`config.mk`:
```
export PLATFORM = sky130hd
export DESIGN_NAME = bscan_tap_ctrl
export DESIGN_NICKNAME = d
export VERILOG_FILES = /design/src/rtl/scan_pkg.sv /design/src/rtl/tap_fsm.sv /design/src/rtl/tap_ir.sv /design/src/rtl/tap_dr.sv /design/src/rtl/bscan_tap_ctrl.sv
export SDC_FILE = /design/constraint.sdc
export NUM_CORES = 1
export LEC_CHECK = 0
export ABC_AREA = 0
export BUFFER_PORTS_ARGS = -buffer_cell sky130_fd_sc_hd__buf_4
export CAP_MARGIN = 20
export CORE_MARGIN = 1
export CORE_UTILIZATION = 60
export DETAILED_ROUTE_END_ITERATION = 8
export PLACE_DENSITY = 0.8
export SYNTH_ARGS = -nofsm -noshare
export SYNTH_HDL_FRONTEND = slang
export SYNTH_SLANG_ARGS = --single-unit
```
`constraint.sdc`:
```
create_clock -name tck -period 3.8 [get_ports tck]
set_input_delay 0.19 -clock tck [delete_from_list [all_inputs] [get_ports tck]]
set_output_delay 0.19 -clock tck [all_outputs]
set_load 0.01 [all_outputs]
```
`src/rtl/scan_pkg.sv`:
```
package scan_pkg;

  typedef enum logic [3:0] {
    S_TLR, S_RTI, S_SEL_DR, S_CAP_DR, S_SH_DR, S_EX1_DR, S_PAU_DR, S_EX2_DR,
    S_UPD_DR, S_SEL_IR, S_CAP_IR, S_SH_IR, S_EX1_IR, S_PAU_IR, S_EX2_IR, S_UPD_IR
  } tap_state_t;

  typedef enum logic [1:0] {SEL_BYP, SEL_ID, SEL_BND} dr_sel_t;

  localparam int unsigned IR_W = 3;
  localparam logic [IR_W-1:0] OP_EXT   = 3'b000;
  localparam logic [IR_W-1:0] OP_ID    = 3'b001;
  localparam logic [IR_W-1:0] OP_SAMPZ = 3'b010;
  localparam logic [IR_W-1:0] OP_SAMP  = 3'b100;

  function automatic dr_sel_t decode_sel(input logic [IR_W-1:0] op);
    dr_sel_t s;
    case (op)
      OP_EXT, OP_SAMPZ, OP_SAMP: s = SEL_BND;
      OP_ID:                     s = SEL_ID;
      default:                   s = SEL_BYP;
    endcase
    return s;
  endfunction

endpackage

```
`src/rtl/tap_fsm.sv`:
```
module tap_fsm
  import scan_pkg::*;
(
  input  logic       tck,
  input  logic       por_n,
  input  logic       tms,
  output tap_state_t st
);

  tap_state_t nxt;

  always_comb begin
    case (st)
      S_TLR:    nxt = tms ? S_TLR    : S_RTI;
      S_RTI:    nxt = tms ? S_SEL_DR : S_RTI;
      S_SEL_DR: nxt = tms ? S_SEL_IR : S_CAP_DR;
      S_CAP_DR: nxt = tms ? S_EX1_DR : S_SH_DR;
      S_SH_DR:  nxt = tms ? S_EX1_DR : S_SH_DR;
      S_EX1_DR: nxt = tms ? S_UPD_DR : S_PAU_DR;
      S_PAU_DR: nxt = tms ? S_EX2_DR : S_PAU_DR;
      S_EX2_DR: nxt = tms ? S_UPD_DR : S_SH_DR;
      S_UPD_DR: nxt = tms ? S_SEL_DR : S_RTI;
      S_SEL_IR: nxt = tms ? S_TLR    : S_CAP_IR;
      S_CAP_IR: nxt = tms ? S_EX1_IR : S_SH_IR;
      S_SH_IR:  nxt = tms ? S_EX1_IR : S_SH_IR;
      S_EX1_IR: nxt = tms ? S_UPD_IR : S_PAU_IR;
      S_PAU_IR: nxt = tms ? S_EX2_IR : S_PAU_IR;
      S_EX2_IR: nxt = tms ? S_UPD_IR : S_SH_IR;
      S_UPD_IR: nxt = tms ? S_SEL_DR : S_RTI;
      default:  nxt = S_TLR;
    endcase
  end

  always_ff @(posedge tck or negedge por_n) begin
    if (!por_n) st <= S_TLR;
    else        st <= nxt;
  end

  // counts consecutive rising edges with tms high, saturating at five
  logic [2:0] ones_q;
  always_ff @(posedge tck or negedge por_n) begin
    if (!por_n)              ones_q <= '0;
    else if (!tms)           ones_q <= '0;
    else if (ones_q != 3'd5) ones_q <= ones_q + 3'd1;
  end

  a_r1_five_ones_reset: assert property (@(posedge tck) disable iff (!por_n)
    (ones_q == 3'd5) |-> (st == S_TLR));

endmodule

```
`src/rtl/tap_ir.sv`:
```
module tap_ir
  import scan_pkg::*;
(
  input  logic            tck,
  input  logic            por_n,
  input  tap_state_t      st,
  input  logic            tdi,
  output logic [IR_W-1:0] ir_q,
  output logic            ir_so
);

  logic [IR_W-1:0] ir_sr;

  always_ff @(posedge tck or negedge por_n) begin
    if (!por_n) begin
      ir_sr <= '0;
      ir_q  <= OP_ID;
    end else begin
      case (st)
        S_CAP_IR: ir_sr <= {{(IR_W-2){1'b0}}, 2'b01};
        S_SH_IR:  ir_sr <= {tdi, ir_sr[IR_W-1:1]};
        default:  ir_sr <= ir_sr;
      endcase
      if (st == S_TLR)         ir_q <= OP_ID;
      else if (st == S_UPD_IR) ir_q <= ir_sr;
    end
  end

  assign ir_so = ir_sr[0];

  a_r3_ir_only_on_update: assert property (@(posedge tck) disable iff (!por_n)
    (st != S_UPD_IR && st != S_TLR) |=> $stable(ir_q));

  a_r5_capture_pattern: assert property (@(posedge tck) disable iff (!por_n)
    (st == S_CAP_IR) |=> (ir_sr[1:0] == 2'b01));

endmodule

```
`src/rtl/tap_dr.sv`:
```
module tap_dr
  import scan_pkg::*;
#(
  parameter logic [31:0] ID_CODE = 32'h1C3A_60F5,
  parameter int unsigned BSR_LEN = 8,
  parameter int unsigned PIN_CNT = 6
) (
  input  logic               tck,
  input  logic               por_n,
  input  tap_state_t         st,
  input  dr_sel_t            sel,
  input  logic               tdi,
  input  logic [PIN_CNT-1:0] pin_sample,
  output logic               dr_so,
  output logic [PIN_CNT-1:0] ring_data
);

  localparam int unsigned ID_W = 32;

  logic               byp_q;
  logic [ID_W-1:0]    id_sr;
  logic [BSR_LEN-1:0] bsr;
  logic [BSR_LEN-1:0] cap_v;

  // pin cells take the ring sample, placeholder cells capture a constant one
  for (genvar i = 0; i < BSR_LEN; i++) begin : g_cell
    if (i < PIN_CNT) begin : g_pin
      assign cap_v[i] = pin_sample[i];
    end else begin : g_fill
      assign cap_v[i] = 1'b1;
    end
  end

  always_ff @(posedge tck or negedge por_n) begin
    if (!por_n) begin
      byp_q <= 1'b0;
      id_sr <= ID_CODE;
      bsr   <= '1;
    end else if (st == S_CAP_DR) begin
      case (sel)
        SEL_BYP: byp_q <= 1'b0;
        SEL_ID:  id_sr <= ID_CODE;
        default: bsr   <= cap_v;
      endcase
    end else if (st == S_SH_DR) begin
      case (sel)
        SEL_BYP: byp_q <= tdi;
        SEL_ID:  id_sr <= {tdi, id_sr[ID_W-1:1]};
        default: bsr   <= {tdi, bsr[BSR_LEN-1:1]};
      endcase
    end
  end

  always_ff @(posedge tck or negedge por_n) begin
    if (!por_n)                               ring_data <= '0;
    else if (st == S_UPD_DR && sel == SEL_BND) ring_data <= bsr[PIN_CNT-1:0];
  end

  always_comb begin
    case (sel)
      SEL_BYP: dr_so = byp_q;
      SEL_ID:  dr_so = id_sr[0];
      default: dr_so = bsr[0];
    endcase
  end

  a_r10_ring_holds: assert property (@(posedge tck) disable iff (!por_n)
    (st != S_UPD_DR) |=> $stable(ring_data));

endmodule

```
`src/rtl/bscan_tap_ctrl.sv`:
```
module bscan_tap_ctrl
  import scan_pkg::*;
#(
  parameter logic [31:0] ID_CODE = 32'h1C3A_60F5,
  parameter int unsigned BSR_LEN = 8,
  parameter int unsigned PIN_CNT = 6
) (
  input  logic               tck,
  input  logic               por_n,
  input  logic               tms,
  input  logic               tdi,
  input  logic [PIN_CNT-1:0] pin_sample,
  output logic               tdo,
  output logic               tdo_oe,
  output logic               force_hiz,
  output logic               ring_capture,
  output logic               ring_drive,
  output logic [PIN_CNT-1:0] ring_data
);

  tap_state_t      st;
  logic [IR_W-1:0] ir_q;
  logic            ir_so;
  logic            dr_so;
  dr_sel_t         sel;
  logic            so;

  tap_fsm u_fsm (.tck(tck), .por_n(por_n), .tms(tms), .st(st));

  tap_ir u_ir (.tck(tck), .por_n(por_n), .st(st), .tdi(tdi), .ir_q(ir_q), .ir_so(ir_so));

  assign sel = decode_sel(ir_q);

  tap_dr #(.ID_CODE(ID_CODE), .BSR_LEN(BSR_LEN), .PIN_CNT(PIN_CNT)) u_dr (
    .tck(tck), .por_n(por_n), .st(st), .sel(sel), .tdi(tdi),
    .pin_sample(pin_sample), .dr_so(dr_so), .ring_data(ring_data)
  );

  assign so = (st == S_SH_IR) ? ir_so : dr_so;

  // serial output is retimed to the falling edge
  always_ff @(negedge tck or negedge por_n) begin
    if (!por_n) begin
      tdo    <= 1'b0;
      tdo_oe <= 1'b0;
    end else begin
      tdo    <= so;
      tdo_oe <= (st == S_SH_DR) || (st == S_SH_IR);
    end
  end

  assign force_hiz    = (ir_q == OP_SAMPZ);
  assign ring_drive   = (ir_q == OP_EXT);
  assign ring_capture = (st == S_CAP_DR) && (sel == SEL_BND);

  a_r8_oe_in_shift: assert property (@(posedge tck) disable iff (!por_n)
    tdo_oe |-> (st == S_SH_DR || st == S_SH_IR));

  a_r11_hiz_after_update: assert property (@(posedge tck) disable iff (!por_n)
    $rose(force_hiz) |-> ($past(st) == S_UPD_IR));

endmodule

```
; Word-level counts from Yosys, hierarchy flattened
; Cells that the tools add are included.
[totals]
ff_bits = 59
[op_classes]
eq_ne = 22
n_mux = 31
reduce_logical = 17
[op_table]
columns = op, count
row1 = $mux W32, 4
row2 = $pmux W4 S12, 1
row3 = $eq A4 B4 Y1 const B, 8
row4 = $mux W8, 4
row5 = $eq A4 B3 Y1 const B, 4
row6 = $mux W4, 4
row7 = $mux W3, 4
row8 = $eq A4 B2 Y1 const B, 2
row9 = $mux W1, 8
row10 = $mux W2, 3
row11 = $pmux W3 S2, 1
row12 = $reduce_bool A2 Y1, 3
row13 = $reduce_or A2 Y1, 3
row14 = $reduce_or A3 Y1, 2
row15 = $eq A4 B1 Y1 const B, 1
row16 = $logic_not A4 Y1, 1
row17 = $ne A2 B2 Y1 const B, 2
row18 = $pmux W2 S2, 1
row19 = $reduce_and A2 Y1, 2
row20 = $eq A3 B1 Y1 const B, 1
row21 = $eq A3 B2 Y1 const B, 1
row22 = $eq A3 B3 Y1 const B, 1
row23 = $logic_not A3 Y1, 1
row24 = $reduce_and A3 Y1, 1
row25 = other kinds (6), 7

; Longest topological paths before layout
; Gate-level depths: netlist of the first run.
[depth]
word_depth = 8
depth_mapped = 7
depth_no_buf = 4

; Hierarchy
; From an unflattened synthesis of the first run, not the netlist that was laid out.
[unflattened]
hier_cells = 252
area_unflattened_um2 = 2920.3
[by_module_without_submodules]
columns = mod, n_inst, cells_each, area_per_inst_um2, seq_area_each_um2
row1 = tap_dr, 1, 171, 2203.4, 1204.9
row2 = tap_fsm, 1, 40, 315.3, 100.1
row3 = tap_ir, 1, 29, 280.3, 151.4
row4 = bscan_tap_ctrl, 1, 12, 121.4, 50.0

==> results.tsv, run 1 <==
metric	value	unit
status	finished, final reports clean	
gpl congestion	0.8507	
worst r2r src	u_fsm.st[2]	
Syn Nets	300	
Avg Inst Size Synth	9.367	µm²
# diodes	0	
die height	69.29	µm
Critical Path AT	1.49	ns
largest net degree at the start of global routing	65	
Congestion Overflow GR	0	
Max-slew headroom	42.28	%
fill count	338	
Power, Total	0.002670	W
CTS clk-pin slew, worst paths	0.07	ns
H-tree depth	3	
Tightest Pin Transition	0.8646	ns
register bit total from synthesis	59	
die width	69.29	µm
Hold WC Path Type	primary input to flip-flop	
core area	4354	µm²
final antenna-violating net count	0	
Routed WL	5.031	mm
Initial Util	62.39	%
Post-Syn Area	2716	µm²
HP Start	tdi	
CTS tree	done	
initial antenna violation count	0	
clock network fraction of design power	24.8	%
cell family with most CP delay	simple AND/OR/NAND/NOR gates	
Gate Count Post-Synth	290	
Register Area	1506	µm²
Final Hold Violating Endpoints	0	
CTS buffer count	9	
maxcap violations	0	
first-pass GRT wire length	8.687	mm
# rows	24	
Seq pwr share	42.0	%
Synth-to-Final Area Change	14.65	%
CP peak stage delay	0.53	ns
RSZ-0062 raised after global routing	no	
critical path startpoint category	flip-flop	
worst-path cell chain	nor2b_1, and3_1, or2_2	
Post-CTS Setup Inserts	0	
die area	4800	µm²
Buffers on Ports	20	
setup TNS	0	ns
synth unique cells	38	
root buffer cell	clkbuf_8	
placed wire-length estimate	3.362	mm
routed len/inst	13.82	µm
Worst Path Buf+Inv	0	
DR vias/cell	5.613	
IO Count	21	
Worst IR Drop VDD	516.2	µV
layout cells sized above 1	24.68	%
Comb pwr share	33.2	%
Setup-failing EPs final	0	
Layout Cells excl Fill	364	
Cell Pwr Density	857.5	nW/µm²
Total GRT Usage	23.07	%
post-synthesis sequential area ratio	55.46	%
kind of critical path	flip-flop to flip-flop	
DRT Pass-1 Iters	6	
1st-iter DRT viols	127	
Max FO, Critical Path	9	
clk_lat worst skew	0.33	ns
Synth Warn #	0	
Switching Share	35.08	%
crit path from	u_fsm.st[2]	
Switching Power	0.0009369	W
Post-Place Cell Area	2867	µm²
maximum clock insertion buffer count	2	
highest-delay cell along the critical path	dfrtp_1	
Crit. End Element	flip-flop	
DRC errors left	0	
footprint of the multi-input gates	1081	µm²
via count	2043	
skew final	0.01125	ns
hold slack	0.1475	ns
post-route cell area	3114	µm²
vias in the first global route	1897	
max-slew violation count	0	
Pint	0.001734	W
CTS sink count	59	
placed cells	347	
worst path required time	2.06	ns
static leakage	1.364	nW
nets@finish	317	
state kept, by name (all words and copies together) (netlist names):
name and cells:
u_dr.bsr 8, u_dr.byp_q 1, u_ir.ir_q 3, tdo_oe 1
u_dr.ring_data 6, u_fsm.st 4, u_dr.id_sr 32, tdo 1
u_ir.ir_sr 3
power by group through the flow:
stage,clock network (W),logic [W],registers (W)
2_1_floorplan,0,0.000723,0.00107
3_3_place_gp,0,0.000864,0.00112
3_5_place_dp,0,0.000893,0.00113
4_1_cts,0.000673,0.000899,0.00112
5_1_grt,0.000695,0.00101,0.00116
6_report,0.000661,0.000887,0.00112
worst paths after layout:
| kind | slack [ns] | end | cells after the start |
|---|---|---|---|
| max in group asynchronous | 1.38 | tdo_oe | 2 |
| setup reg to reg | 0.57 | tdo_oe | 3 |
| hold / removal | 0.15 | u_dr.bsr[7] | 3 |
| hold reg to reg | 0.46 | u_dr.id_sr[17] | 2 |
| setup / recovery | 0.57 | tdo_oe | 3 |
| min in group asynchronous | 0.33 | u_dr.byp_q | 2 |
cells in the mapped netlist:
cell type,n,area share (%)
nand2_1,69,9.5
dfrtp_1,33,30
nor2_1,29,4.0
o21ai_1,29,5.3
dfstp_2,24,23
o21ai_0,17,3.1
a21oi_1,12,2.2
buf_2,10,1.8
clkbuf_1,7,0.97
nor3_1,7,1.3
mux2_2,6,2.5
mux2i_1,6,2.2
nand3_1,5,0.92
inv_1,3,0.41
a211oi_1,2,0.55
and3_1,2,0.46
buf_4,2,0.55
buf_6,2,0.83
dfrtn_1,2,1.8
nand2b_1,2,0.46
nor2b_1,2,0.46
o22ai_1,2,0.46
o31ai_1,2,0.55
and2_1,1,0.23
and4_1,1,0.32
buf_1,1,0.14
nand4_1,1,0.23
nor3b_1,1,0.28
nor4b_4,1,0.88
nor4bb_4,1,0.92
o211ai_1,1,0.28
o211ai_4,1,0.78
o21ai_2,1,0.32
o21bai_1,1,0.28
o221ai_1,1,0.32
o32ai_1,1,0.32
o41ai_1,1,0.32
or2_2,1,0.23
cells by family (layout without fill, tap and decap cells):
logic type	count (synthesis)	in the layout	share of synthesized area, %
AOI/OAI and AO/OA	71	71	14.88
buffers and inverters	25	47	4.744
DFF	59	59	55.46
muxes	12	12	4.698
and+or+nand+nor	123	123	20.22
metal layers:
layer	vias to the layer above	GRT usage [%]	routed length, µm
li1	1014	-	-
met1	985	30.62	2274
met2	35	36.79	2499
met3	9	5.669	192
met4	0	8.844	65
met5	-	0	0
repair_timing:
action,in CTS,in global routing
resized for setup,0,0
endpoints found under the hold margin,14,0
hold buffers,1,0
metrics by stage:
step | setup slack [ns] | utilization, %
floorplan | 0.5762 | -
global placement | 0.6282 | 65.83
detailed placement | 0.6085 | 65.83
CTS | 0.5821 | 71.52
global route | 0.5097 | 71.52
finish | 0.5713 | 71.52
final cells by class:
| cell class | count | area share, % |
|---|---|---|
| multi-input combinational | 206 | 34.71 |
| inverter | 3 | 0.3616 |
| tap | 52 | 2.089 |
| timing repair buffer | 28 | 6.830 |
| sequential | 59 | 48.37 |
| clock buffer | 13 | 5.424 |
| clock inverter | 3 | 2.210 |
worst reg2reg max path, cell delays in order (launching register included):
cell and delay [ns]:
dfrtp_1 0.53, nor2b_1 0.12, and3_1 0.22, or2_2 0.29
cells in the final DEF (no fill, tap or decap), drive strengths merged, types with 2 or more instances in the layout:
cell    synthesis  layout
dfrtp          33      33
clkbuf          7      13
buf            15      27
mux2i           6       6
o211ai          2       2
mux2            6       6
o31ai           2       2
a211oi          2       2
nand2          69      69
o21ai          47      47
nor2           29      29
inv             3       3
bufinv          0       2
nand3           5       5
a21oi          12      12
and3            2       2
dfrtn           2       2
dfstp          24      24
nand2b          2       2
nor3            7       7
nor2b           2       2
o22ai           2       2
No activity file was read; power rests on OpenSTA's default activity.
==> run 2, diff against run 1 <==
CORE_UTILIZATION = 53   (was 60)
PLACE_DENSITY = 0.75   (was 0.8)
clock period = 2.7 ns   (was 3.8 ns; I/O delays follow)
==> results.tsv, run 2 (synthesis gave the netlist of run 1 again) <==
metric	value	unit	change
skew final	0.01010	ns	-0.001146 ns
flop-to-flop setup slack	0.16	ns	-0.41 ns
GR Util met3	3.292	%	-2.4 points
Final Hold Violating Endpoints	0		unchanged
largest register by flop count	u_dr.id_sr		
Tightest Pin Transition	0.5260	ns	-0.3385 ns
Worst IR Drop VDD	673.2	µV	+30%
Post-CTS Setup Inserts	0		unchanged
Initial Util	56.39	%	-6.0 points
maxcap violations	0		unchanged
die area	5415	µm²	+13%
# diodes	0		unchanged
Reg2Reg Depth	3		unchanged
routed len/inst	12.98	µm	-6.1%
kind of critical path	flip-flop to flip-flop		
Max-slew headroom	64.93	%	+23 points
placed wire-length estimate	3.181	mm	-5.4%
number of flip-flops in the largest register	32		unchanged
IO Count	21		unchanged
max-slew violation count	0		unchanged
most common cell after layout, fill and taps aside	nand2_1		
CTS tree	done		
largest net degree at the start of global routing	65		unchanged
vias in the first global route	1878		-1.0%
clock network fraction of design power	22.3	%	-2.5 points
Switching Share	35.62	%	+0.53 points
Synth-to-Final Area Change	15.20	%	
clk_lat worst skew	0.33	ns	about the same
Setup-failing EPs final	0		unchanged
Routed WL	4.959	mm	-1.4%
die width	73.59	µm	+6.2%
DR vias/cell	5.277		-6.0%
WHS Endpoint	u_ir.ir_sr[2]		
Cell Pwr Density	1172	nW/µm²	+37%
RSZ-0062 raised after global routing	no		
1st-iter DRT viols	191		+50%
nets@finish	321		+1.3%
critical path startpoint category	flip-flop		
layout cells sized above 1	25.40	%	+0.72 points
first-pass GRT wire length	8.611	mm	-0.87%
Post-Place Cell Area	2915	µm²	+1.7%
global routing's busiest layer	met2		
Congestion Overflow GR	0		unchanged
crit path from	u_ir.ir_q[0]		
H-tree depth	3		unchanged
Seq pwr share	42.3	%	+0.3 points
top flop regs	u_dr.id_sr x32, u_dr.bsr x8, u_dr.ring_data x6		
worst path required time	1.52	ns	-0.54 ns
commonest non-fill, non-tap cells in the layout	nand2_1 (69), dfrtp_1 (33), buf_4 (31), nor2_1 (29), o21ai_1 (29)		
status	finished, final reports clean		
Max FO, Critical Path	11		+2
Reg-to-Reg End	tdo		
Switching Power	0.001306	W	+39%
grt met1 use	29.73	%	-0.89 points
gpl congestion	0.8211		-3.5%
initial antenna violation count	0		unchanged
Pint	0.002361	W	+36%
Total GRT Usage	21.25	%	-1.8 points
Global Route met2 Usage	32.21	%	-4.6 points
die height	73.59	µm	+6.2%
final antenna-violating net count	0		unchanged
Crit. End Element	flip-flop		
setup TNS	0	ns	unchanged
Comb pwr share	35.4	%	+2.2 points
root buffer cell	clkbuf_8		
worst r2r src	u_ir.ir_q[0]		
HP Start	tdi		
static leakage	1.370	nW	+0.42%
Buffers on Ports	20		unchanged
core area	4817	µm²	+11%
via count	2016		-1.3%
CTS clk-pin slew, worst paths	0.06	ns	about the same
post-route cell area	3129	µm²	+0.48%
Hold WC Path Type	primary input to flip-flop		
Critical Path AT	1.36	ns	-0.13 ns
maximum clock insertion buffer count	2		unchanged
CTS buffer count	9		unchanged
DRC errors left	0		unchanged
Hold Path Stages	3		unchanged
DRT Pass-1 Iters	5		-1
CTS sink count	59		unchanged
# rows	25		+4.2%
hold slack	0.09542	ns	-0.05211 ns
run 2: layout make-up:
class                           count  area, µm²
Timing Repair Buffer               32      242.7
Clock buffer                       13      168.9
Tap cell                           67      83.83
Inverter                            3      11.26
Multi-Input combinational cell    206       1081
Clock inverter                      2      35.03
Fill cell                         407       1688
Sequential cell                    59       1506
run 2: routing by layer:
layer / vias up / routed length, µm
li1: 1018 / -
met1: 937 / 2382
met2: 53 / 2271
met3: 8 / 206
met4: 0 / 98
met5: - / 0
run 2: power by group through the flow:
stage,clock [W],combinational [W],sequential (W)
after global routing,0.000873,0.00149,0.00160
after detailed placement,0,0.00130,0.00156
final,0.000818,0.00130,0.00155
after CTS,0.000842,0.00131,0.00155
after floorplan,0,0.00102,0.00151
after global placement,0,0.00127,0.00154
run 2: metrics by stage:
stage | utilization [%] | setup slack, ns | std cells | total power [W]
6_report | 64.96 | 0.1576 | 382 | 0.003667
5_1_grt | 64.96 | 0.07782 | 382 | 0.003961
4_1_cts | 64.96 | 0.1607 | 382 | 0.003698
3_3_place_gp | 60.52 | 0.1931 | 366 | 0.002810
3_5_place_dp | 60.52 | 0.1779 | 366 | 0.002859
2_1_floorplan | - | 0.02624 | 290 | 0.002526
run 2: repair_timing:
action	CTS	global route
endpoints found under the hold margin	17	0
hold buffers	1	0
gates resized for setup	0	0
run 2: worst max-delay path, stage by stage, from the launching register on:
cell,delay (ns)
dfstp_2,0.65
a21oi_1,0.14
nor3_1,0.15
o31ai_1,0.09
run 2: worst max-delay path by stage:
stage / to / cells past startpoint / slack, ns
floorplan: tdo / 4 / 0.03
global placement: tdo / 3 / 0.19
detailed placement: tdo / 3 / 0.18
CTS: tdo / 3 / 0.16
global route: tdo / 3 / 0.08
finish: tdo / 3 / 0.16
